<file path="src/rtl/win_cmp_pkg.sv">
package win_cmp_pkg;

  localparam logic [2:0] WM_OFF     = 3'd0;
  localparam logic [2:0] WM_ABOVE   = 3'd1;
  localparam logic [2:0] WM_BELOW   = 3'd2;
  localparam logic [2:0] WM_INSIDE  = 3'd3;
  localparam logic [2:0] WM_OUTSIDE = 3'd4;

  typedef enum logic [1:0] {
    RES_W8  = 2'd0,
    RES_W10 = 2'd1,
    RES_W12 = 2'd2,
    RES_W12X = 2'd3
  } res_sel_e;

  localparam int unsigned MAX_RES_BITS = 12;

  // Number of significant bits for a resolution code.
  function automatic int unsigned res_bits(input logic [1:0] sel);
    case (sel)
      RES_W8:  return 8;
      RES_W10: return 10;
      default: return 12;
    endcase
  endfunction

endpackage

</file>
<file path="src/rtl/win_align.sv">
module win_align #(
  parameter int DATA_W = 16,
  localparam int EXT_W = DATA_W + 1
) (
  input  logic [DATA_W-1:0] raw,
  input  logic [1:0]        res_sel,
  input  logic              signed_en,
  output logic [EXT_W-1:0]  aligned
);
  import win_cmp_pkg::*;

  // Keep the low n bits; fill the rest with the sign (bit n-1) or with zero.
  function automatic logic [EXT_W-1:0] widen(input logic [DATA_W-1:0] v,
                                             input int unsigned n,
                                             input logic sgn);
    logic [EXT_W-1:0] o;
    logic fill;
    fill = sgn & v[n-1];
    for (int i = 0; i < EXT_W; i++) begin
      if (i < int'(n)) o[i] = v[i];
      else             o[i] = fill;
    end
    return o;
  endfunction

  always_comb aligned = widen(raw, res_bits(res_sel), signed_en);

endmodule

</file>
<file path="src/rtl/win_decide.sv">
module win_decide #(
  parameter int DATA_W = 16,
  localparam int EXT_W = DATA_W + 1
) (
  input  logic [EXT_W-1:0] val,
  input  logic [EXT_W-1:0] lo,
  input  logic [EXT_W-1:0] hi,
  input  logic [2:0]       mode,
  output logic             above_lo,
  output logic             below_hi,
  output logic             cond
);
  import win_cmp_pkg::*;

  // Operands are already sign- or zero-extended by one bit, so a signed
  // compare is correct for both modes.
  function automatic logic gt(input logic [EXT_W-1:0] a, input logic [EXT_W-1:0] b);
    return $signed(a) > $signed(b);
  endfunction

  function automatic logic pick(input logic [2:0] m, input logic a_lo,
                                input logic b_hi, input logic lo_gt_v,
                                input logic v_gt_hi);
    case (m)
      WM_ABOVE:   return a_lo;
      WM_BELOW:   return b_hi;
      WM_INSIDE:  return a_lo & b_hi;
      WM_OUTSIDE: return lo_gt_v | v_gt_hi;
      default:    return 1'b0;
    endcase
  endfunction

  logic lo_above_val, val_above_hi;

  always_comb begin
    above_lo     = gt(val, lo);
    below_hi     = gt(hi, val);
    lo_above_val = gt(lo, val);
    val_above_hi = gt(val, hi);
    cond         = pick(mode, above_lo, below_hi, lo_above_val, val_above_hi);
  end

endmodule

</file>
<file path="src/rtl/win_status.sv">
module win_status (
  input  logic clk,
  input  logic rst_n,
  input  logic hit,
  input  logic evt_en,
  input  logic clr,
  output logic flag,
  output logic evt
);

  always_ff @(posedge clk) begin
    if (!rst_n) begin
      flag <= 1'b0;
      evt  <= 1'b0;
    end else begin
      if (hit)      flag <= 1'b1;
      else if (clr) flag <= 1'b0;
      evt <= hit & evt_en;
    end
  end

endmodule

</file>
<file path="src/rtl/win_result_monitor.sv">
module win_result_monitor #(
  parameter int DATA_W = 16
) (
  input  logic              clk,
  input  logic              rst_n,
  input  logic              res_valid,
  input  logic [DATA_W-1:0] res_data,
  input  logic [DATA_W-1:0] thr_lower,
  input  logic [DATA_W-1:0] thr_upper,
  input  logic [2:0]        win_mode,
  input  logic              signed_en,
  input  logic [1:0]        res_sel,
  input  logic              evt_en,
  input  logic              flag_clr,
  output logic              win_flag,
  output logic              win_evt
);
  localparam int EXT_W = DATA_W + 1;
  localparam int N_OPS = 3;

  logic [DATA_W-1:0] op_raw [N_OPS];
  logic [EXT_W-1:0]  op_ext [N_OPS];
  logic above_lo, below_hi, cond_met, hit_now;

  assign op_raw[0] = res_data;
  assign op_raw[1] = thr_lower;
  assign op_raw[2] = thr_upper;

  for (genvar g = 0; g < N_OPS; g++) begin : g_align
    win_align #(.DATA_W(DATA_W)) u_align (
      .raw       (op_raw[g]),
      .res_sel   (res_sel),
      .signed_en (signed_en),
      .aligned   (op_ext[g])
    );
  end

  win_decide #(.DATA_W(DATA_W)) u_decide (
    .val      (op_ext[0]),
    .lo       (op_ext[1]),
    .hi       (op_ext[2]),
    .mode     (win_mode),
    .above_lo (above_lo),
    .below_hi (below_hi),
    .cond     (cond_met)
  );

  assign hit_now = res_valid & cond_met;

  win_status u_status (
    .clk    (clk),
    .rst_n  (rst_n),
    .hit    (hit_now),
    .evt_en (evt_en),
    .clr    (flag_clr),
    .flag   (win_flag),
    .evt    (win_evt)
  );

endmodule

</file>
<file path="config.mk">
export PLATFORM = sky130hd
export DESIGN_NAME = win_result_monitor
export DESIGN_NICKNAME = d
export VERILOG_FILES = /design/src/rtl/win_cmp_pkg.sv /design/src/rtl/win_align.sv /design/src/rtl/win_decide.sv /design/src/rtl/win_status.sv /design/src/rtl/win_result_monitor.sv
export SDC_FILE = /design/constraint.sdc
export NUM_CORES = 1
export LEC_CHECK = 0
export BUFFER_PORTS_ARGS = -buffer_cell sky130_fd_sc_hd__buf_4
export CORE_MARGIN = 2
export CORE_UTILIZATION = 49
export DETAILED_ROUTE_END_ITERATION = 6
export HOLD_SLACK_MARGIN = 0.02
export PLACE_DENSITY = 0.87
export SYNTH_ARGS = -nofsm -noshare
export SYNTH_HDL_FRONTEND = slang
export SYNTH_SLANG_ARGS = --single-unit
</file>
<file path="constraint.sdc">
create_clock -name clk -period 4.5 [get_ports clk]
set_input_delay 0.225 -clock clk [delete_from_list [all_inputs] [get_ports clk]]
set_output_delay 0.225 -clock clk [all_outputs]
set_load 0.02 [all_outputs]
</file>
== Word level (Yosys, flattened, before mapping) ==
Cells that the tools add are included.

* Flip-flop bits (word level): 2
* Input bits: 59
* Logic and storage cells: 100
* Output and inout bits: 2

* Bitwise logic cells: 7
* Equality and inequality tests: 5
* Order comparisons: 22
* Add/subtract/negate cells: 1
* Reduce and logical (&&, ||, !) cells: 2
* Mux-type cells: 61

{| class="wikitable"
|+ Operators with widths
! operator !! number
|-
| $gt A17 B17 Y1 || 4
|-
| $mux W1 || 56
|-
| $lt A32 B5 Y1 const B || 1
|-
| $lt A4 B4 Y1 const A || 8
|-
| $lt A3 B4 Y1 const A || 4
|-
| $bmux W1 S4 || 3
|-
| $lt A1 B4 Y1 const A || 2
|-
| $lt A2 B4 Y1 const A || 2
|-
| $and A1 B1 Y1 || 6
|-
| $eq A3 B2 Y1 const B || 2
|-
| $pmux W3 S2 || 1
|-
| $lt A5 B4 Y1 const A || 1
|-
| $sub A4 B1 Y5 const B || 1
|-
| $pmux W1 S4 || 1
|-
| $eq A3 B1 Y1 const B || 1
|-
| $eq A3 B3 Y1 const B || 1
|-
| $eq A2 B1 Y1 const B || 1
|-
| $logic_not A2 Y1 || 1
|-
| $reduce_bool A2 Y1 || 1
|-
| $or A1 B1 Y1 || 1
|}

== Logic depth before layout (Yosys ltp) ==
Gate-level depths: netlist of the first run.

* Depth in word-level cells: 12
* Gate-level depth with buffers: 14
* Gate-level depth less buffers: 13

== Cells and area by module ==
A second synthesis of the first run with hierarchy kept.

* Cell total of the unflattened synthesis: 224
* Area, all modules: 1550.2 um^2

{| class="wikitable"
|+ By module, submodules not included
! module !! instances !! area each (um^2) !! cells each !! sequential area each (um^2)
|-
| win_decide || 1 || 954.7 || 137 || 0.0
|-
| win_align || 3 || 173.9 || 27 || 0.0
|-
| win_status || 1 || 67.6 || 5 || 40.0
|-
| win_result_monitor || 1 || 6.3 || 1 || 0.0
|}

== Worst setup path before layout of the first run ==
Ideal clock, no wire load.

* Kind: input -> register
* Start: input port res_sel[0]
* End: register u_status.flag
* Data required time: 4384 ps
* Path buffers: 1
* Stages: 13
* Data arrival time: 2519 ps
* Path slack: 1865 ps
* Library setup time: 116 ps
* Cells stage by stage: clkbuf_1 -> mux2i_1 -> nor2_1 -> o21a_1 -> mux2_2 -> ha_1 -> nand3_1 -> nor4_2 -> a21oi_1 -> mux2i_1 -> o32a_2 -> a21oi_2 -> a31o_1

* Word-level cells in the longest chain between the ends: 12
* Elaborated cells on any way between the ends: 90
* Classes of those cells: add/sub (1); order compare (20); eq/ne (1); mux (60); bitwise (6); reduce/logical (2)

{| class="wikitable"
|+ RTL lines
! what !! line !! RTL
|-
| start, declared || win_result_monitor.sv:12 || <nowiki>input logic [1:0] res_sel,</nowiki>
|-
| $eq A2 B1 Y1 / $logic_not A2 Y1 (equally long branches) || win_cmp_pkg.sv:20 || <nowiki>case (sel)</nowiki>
|-
| $pmux W3 S2 (*) || win_cmp_pkg.sv:20 ||
|-
| $sub A4 B1 Y5 || win_align.sv:18 || <nowiki>fill = sgn & v[n-1];</nowiki>
|-
| $bmux W1 S4 || win_align.sv:18 ||
|-
| $mux W1 (not written as such) || win_align.sv:18 ||
|-
| $and A1 B1 Y1 || win_align.sv:18 ||
|-
| $mux W1 || win_align.sv:20 || <nowiki>if (i < int'(n)) o[i] = v[i];</nowiki>
|-
| $gt A17 B17 Y1 || win_decide.sv:18 || <nowiki>return $signed(a) > $signed(b);</nowiki>
|-
| $or A1 B1 Y1 / $and A1 B1 Y1 (equally long branches) || win_decide.sv:28, win_decide.sv:27 ||
|-
| $pmux W1 S4 (*) || win_decide.sv:24 || <nowiki>case (m)</nowiki>
|-
| $and A1 B1 Y1 (*) || win_result_monitor.sv:48 || <nowiki>assign hit_now = res_valid & cond_met;</nowiki>
|-
| $mux W1 / $reduce_bool A2 Y1 (equally long branches) || - ||
|-
| end signal, assigned || win_status.sv:13 || <nowiki>flag <= 1'b0;</nowiki>
|-
| end signal, assigned || win_status.sv:16 || <nowiki>if (hit) flag <= 1'b1;</nowiki>
|-
| end signal, assigned || win_status.sv:17 || <nowiki>else if (clr) flag <= 1'b0;</nowiki>
|-
| end, declared || win_status.sv:7 || <nowiki>output logic flag,</nowiki>
|}

Mark *: on every way between the ends. The rest lies on a longest branch, timed or not. The select of a mux whose other input is x is not followed.
A chain may end at the register's enable or synchronous reset.

== Worst setup path after layout of the first run ==
Ends and elaborated chain as after synthesis.

==> run summary, run 1 <==
setup violators final -> 0
slowest stage delay, CP -> 330 ps
Primary FF master, synth -> dfxtp_1
Tot Pwr -> 0.217 mW
Crit path arrival time -> 2770 ps
largest net degree at the start of global routing -> 11
setup skew after layout -> 0 ps
Largest delay share family, worst path -> compound AO/OA/AOI/OAI gates
CTS H-tree depth -> 1
I/O Buffers -> 48
Total GRT Usage -> 0.236
placed instance area -> 1500 sq um
Antenna Cells -> 0
endpoint class of the critical path -> flop
sequential share of the synthesized area -> 0.0359
Final Hold Viols -> 0
RSZ-0062 raised after global routing -> no
Final period util -> 0.590
Max Root-Sink Buffers -> 2
final instance area -> 1520 sq um
Routability Congestion -> 0.817
Slew headroom -> 0.820
post-synthesis cell type count -> 38
DP Wirelength -> 2590 microns
hold_ws -> 214 ps
routed vias/inst -> 5.59
TritonCTS clock tree -> yes
Cell Area, Synth -> 1120 sq um
I/O pin total -> 61
Total Wirelength -> 2890 microns
Final Core Density -> 0.693
global-route wire length before repair -> 4910 microns
type of origin of the critical path -> primary input
critical path class -> primary input to flop
worst path cell trace -> buf_4 -> mux2i_1 -> o21ai_1 -> nand2_1 -> nor2_1 -> a21oi_1 -> ha_1 -> nand3_1 -> nor4_2 -> a21oi_1 -> mux2i_1 -> o32a_2 -> a21oi_2 -> a31o_1
CP Buf/Inv Count -> 1
Final Max Slew Viols -> 0
layout cells sized above 1 -> 0.325
Layout area overhead -> 36.0%
Routed Antenna Nets -> 0
Post-Route Setup TNS -> 0 ps
EDFF count, synth -> 0
CP max FO -> 5
Post-layout nets -> 288
worst vdd ir -> 0.000148 V
Clock Latency Late Sink -> 220 ps
CTS buffer count -> 3
Synth async-reset ratio -> 0
area of the core -> 2190 sq um
Die H -> 51.7 microns
outcome -> finished, final reports clean
post-CTS sizing -> 0
vias in the first global route -> 1232
Yosys reg bits -> 2
maxcap violations -> 0
Worst-Margin Slew -> 262 ps
YS warnings -> 0
WP data required -> 4610 ps
Mapped Nets -> 239
Leak -> 0.831 nW
TritonRoute pass-1 iters -> 4
slowest cell on the critical path -> nor4_2
clk slew on worst S/H paths -> 30 ps
CTS Root Cell -> clkbuf_4
DRT iter0 DRCs -> 31
P per Cell Area -> 143 nW/um^2
achievable frequency -> 377 MHz
Mapped Cells -> 150
# hold bufs at CTS -> 0
FP Rows -> 17
average wire per standard cell -> 12.8 microns
Initial Utilization -> 0.509
postcts setup bufs -> 0
drt drc -> 0
die width -> 51.7 microns
# fillers -> 174
min-delay worst type -> primary input to flop
CTS Sinks -> 2
initial antenna violation count -> 0
Final min period -> 2650 ps
Die Footprint -> 2680 sq um
Syn Area/Cell -> 7.44 sq um
Congestion Overflow GR -> 0
DR vias -> 1257
## cell families after synthesis
group                    Yosys count  share of synthesized area
buffers and inverters             20                     0.0684
multiplexers                       7                     0.0661
AND/OR/NAND/NOR                   48                      0.215
adder cells (fa/ha/maj)           30                      0.336
XOR/XNOR                           1                    0.00785
flip-flops                         2                     0.0359
AO/OA/AOI/OAI                     42                      0.270
## layer usage
metal | vias up | track usage | wire, microns
li1 | 644 | - | -
met1 | 576 | 0.277 | 1250
met2 | 35 | 0.453 | 1510
met3 | 2 | 0.0172 | 115
met4 | 0 | 0.0658 | 14
met5 | - | 0 | 0
## cells in the mapped netlist (2+ instances only)
cell	count	area [sq um]
ha_1	30	375
nand2_1	23	86.3
inv_1	15	56.3
a21oi_1	13	65.1
nor2_1	11	41.3
o21ai_0	5	25.0
mux2i_1	4	40.0
nand3_1	4	20.0
clkbuf_1	3	11.3
mux2_2	3	33.8
o211a_1	3	30.0
o21a_1	3	22.5
a21boi_0	2	15.0
and2_1	2	12.5
dfxtp_1	2	40.0
nand3_2	2	20.0
nand4_1	2	12.5
o221ai_1	2	17.5
o22ai_1	2	12.5
## layout by cell type, fill, tap and decap left out, types with 3 or more instances in the layout
| cell | n |
|---|---|
| inv_1 | 15 |
| nand3_1 | 4 |
| mux2i_1 | 4 |
| o211a_1 | 3 |
| clkbuf_4 | 3 |
| ha_1 | 30 |
| nand2_1 | 23 |
| mux2_2 | 3 |
| o21a_1 | 3 |
| o21ai_0 | 5 |
| buf_4 | 48 |
| a21oi_1 | 13 |
| nor2_1 | 11 |
## final timing paths
path | endpoint | depth (start not counted) | slack (ps) | startpoint
worst max-delay path | u_status.flag$_SDFFE_PN0P_ | 14 | 1850 | res_sel[0]
worst min-delay path | u_status.evt$_SDFF_PN0_ | 2 | 210 | evt_en
worst max register to register | u_status.flag$_SDFFE_PN0P_ | 1 | 3920 | u_status.flag$_SDFFE_PN0P_
worst min register to register | u_status.flag$_SDFFE_PN0P_ | 1 | 490 | u_status.flag$_SDFFE_PN0P_
## sequential cells by signal, indices dropped and copies added, names as in the netlist
signal	count
u_status.evt	1
u_status.flag	1
## area by class of cell
cell class	instances	area, sq um	share of cell area
Tap cell	28	35.0	0.0231
Timing Repair Buffer	48	360	0.237
Clock buffer	3	22.5	0.0148
Multi-Input combinational cell	128	1000	0.659
Inverter	16	60.1	0.0396
Sequential cell	2	40.0	0.0264
## report_power, final
part / leakage, nW / switching (mW) / internal, mW
logic: 0.801 / 0.0794 / 0.0788
clock network: 0.0138 / 0.0102 / 0.0294
registers: 0.0162 / 0.000357 / 0.0186
## stage by stage
stage	worst slack, ps	instances
detailed placement	1680	222
global placement	1760	222
global route	1670	225
CTS	1920	225
finish	1850	225
floorplan	1870	150
Power figures use the tool's default switching activity.
==> inputs of run 2 (changes only) <==
--- a/config.mk
+++ b/config.mk
@@ -7,10 +7,10 @@
 export LEC_CHECK = 0
 export BUFFER_PORTS_ARGS = -buffer_cell sky130_fd_sc_hd__buf_4
 export CORE_MARGIN = 2
-export CORE_UTILIZATION = 49
+export CORE_UTILIZATION = 45
 export DETAILED_ROUTE_END_ITERATION = 6
 export HOLD_SLACK_MARGIN = 0.02
-export PLACE_DENSITY = 0.87
+export PLACE_DENSITY = 0.81
 export SYNTH_ARGS = -nofsm -noshare
 export SYNTH_HDL_FRONTEND = slang
 export SYNTH_SLANG_ARGS = --single-unit
==> constraint.sdc (replaced) <==
create_clock -name clk -period 2.5 [get_ports clk]
set_input_delay 0.125 -clock clk [delete_from_list [all_inputs] [get_ports clk]]
set_output_delay 0.125 -clock clk [all_outputs]
set_load 0.02 [all_outputs]
==> run 2 against run 1 <==
Worst setup slack lost 1700 ps; via count grew 5.3%; clock-buffer cell count is the same; utilization grew 0.20 points; die area grew 8.2%; critical endpoint unchanged.
==> run summary, run 2 (synthesis gave the netlist of run 1 again) <==
Reg2Reg Depth -> 1 (unchanged)
CP max FO -> 5 (unchanged)
setup skew after layout -> 0 ps (unchanged)
Final Hold Viols -> 0 (unchanged)
Routed Antenna Nets -> 0 (unchanged)
RSZ-0062 raised after global routing -> no
layout cells sized above 1 -> 0.429 (+0.104)
met2 Track Usage GR -> 0.394 (-0.0587)
type of origin of the critical path -> primary input
CTS buffer count -> 3 (unchanged)
I/O Buffers -> 48 (unchanged)
outcome -> finished, final reports clean
area of the core -> 2410 sq um (+10%)
DR vias -> 1324 (+5.3%)
FP Rows -> 18 (+1)
Post-Route Setup TNS -> 0 ps (unchanged)
Worst-Margin Slew -> 250 ps (-12.4 ps)
Switch Pwr -> 0.179 mW (+99%)
Antenna Cells -> 0 (unchanged)
CTS Sinks -> 2 (unchanged)
drt drc -> 0 (unchanged)
largest net degree at the start of global routing -> 11 (unchanged)
clk slew on worst S/H paths -> 30 ps (about the same)
Final Max Slew Viols -> 0 (unchanged)
biggest regs -> u_status.evt: 1 flops, u_status.flag: 1 flops
I/O pin total -> 61 (unchanged)
maxcap violations -> 0 (unchanged)
TritonCTS clock tree -> yes
commonest non-fill, non-tap cell in the layout -> buf_4
power share of the sequential group -> 0.078 (-0.009)
Routability Congestion -> 0.862 (+5.5%)
Clock Latency Late Sink -> 220 ps (about the same)
Die Footprint -> 2890 sq um (+8.2%)
DP Wirelength -> 2620 microns (+1.4%)
Total Wirelength -> 3070 microns (+6.1%)
initial antenna violation count -> 0 (unchanged)
combinational power share -> 0.763 (+0.033)
Final Worst Setup Slack -> 124 ps (-1720 ps)
worst vdd ir -> 0.000290 V (+97%)
pre-CTS WS -> -160 ps (-1840 ps)
switching share of power -> 0.411 (-0.00377)
Die H -> 53.8 microns (+4.0%)
P per Cell Area -> 260 nW/um^2 (+82%)
TritonRoute pass-1 iters -> 4 (unchanged)
setup violators final -> 0 (unchanged)
achievable frequency -> 421 MHz
CTS Root Cell -> clkbuf_4
critical path class -> primary input to flop
min-delay worst type -> primary input to flop
Slew headroom -> 0.832 (+0.0115)
Congestion Overflow GR -> 0 (unchanged)
Final period util -> 0.950
Layout area overhead -> 50.0%
vias in the first global route -> 1201 (-2.5%)
Max Root-Sink Buffers -> 2 (unchanged)
DRT iter0 DRCs -> 19 (-39%)
r2r setup slk -> 1920 ps (-2000 ps)
CTS H-tree depth -> 1 (unchanged)
die width -> 53.8 microns (+4.0%)
Crit path arrival time -> 2490 ps (-280 ps)
average wire per standard cell -> 12.8 microns (-0.54%)
Final min period -> 2380 ps
WP data required -> 2610 ps (-2000 ps)
Total GRT Usage -> 0.208 (-0.0279)
met1 Usage GRT -> 0.250 (-0.0270)
global-route wire length before repair -> 4530 microns (-7.7%)
endpoint class of the critical path -> flop
Clk pwr share -> 0.159 (-0.024)
Hold Path Cell Cnt -> 2 (unchanged)
routed vias/inst -> 5.52 (-1.3%)
Internal -> 0.256 mW (+100%)
Post-layout nets -> 301 (+4.5%)
Leak -> 0.906 nW (+9.0%)
Initial Utilization -> 0.463 (-0.0463)
most frequent cells in the layout -> buf_4 (61), ha_1 (30), nand2_1 (22)
met3 usage -> 0.0194 (+0.00220)
Top Usage Layer GRT -> met2
## run 2: repair_timing
| item | CTS | global route |
|---|---|---|
| resized for setup | 0 | 17 |
| buffers inserted | 0 | 1 |
| endpoints found under the hold margin | 0 | 0 |
| hold buffers | 0 | 0 |
| setup endpoints to repair | 0 | 2 |
## run 2: power groups by stage
stage	Combinational, mW	Clock, mW	Sequential (mW)
2_1_floorplan	0.182	0	0.0358
3_3_place_gp	0.290	0	0.0343
3_5_place_dp	0.302	0	0.0344
4_1_cts	0.304	0.0718	0.0340
5_1_grt	0.364	0.0762	0.0341
6_report	0.333	0.0691	0.0340
## run 2: final cells by class
cell class	instances	area, sq um
clock buffer	3	22.5
fill	194	736
inverter	16	60.1
multi-input combinational	128	1060
sequential	2	40.0
tap	30	37.5
timing repair buffer	61	458
## run 2: through the flow
stage,util,hold WS [ps],total power [mW],instance area (sq um),cells
floorplan,-,247,0.218,1120,150
global placement,0.659,336,0.324,1590,236
detailed placement,0.659,339,0.337,1590,236
CTS,0.668,111,0.409,1610,239
global route,0.695,115,0.474,1670,240
finish,0.695,112,0.436,1670,240
## run 2: worst max-delay path: stages
cell and delay (ps):
buf_4 120, mux2i_1 200, nor2_1 70, o21a_1 200
mux2_2 270, ha_1 310, nand3_1 160, nor2_1 70
a211o_4 320, mux2i_2 220, o32a_2 190, a21oi_2 60
a31o_1 180
## run 2: path summary, 6_finish.rpt
kind / start / end
hold reg to reg: u_status.flag$_SDFFE_PN0P_ / u_status.flag$_SDFFE_PN0P_
setup reg to reg: u_status.flag$_SDFFE_PN0P_ / u_status.flag$_SDFFE_PN0P_
setup / recovery: res_sel[0] / u_status.flag$_SDFFE_PN0P_
hold / removal: evt_en / u_status.evt$_SDFF_PN0_
## run 2: per-layer routing
layer  vias to the layer above  wire length (microns)  part of all wire
li1                        668                      -                 -
met2                        30                   1580              0.51
met1                       624                   1370              0.45
met4                         0                      7            0.0023
met3                         2                    116             0.038
met5                         -                      0                 0
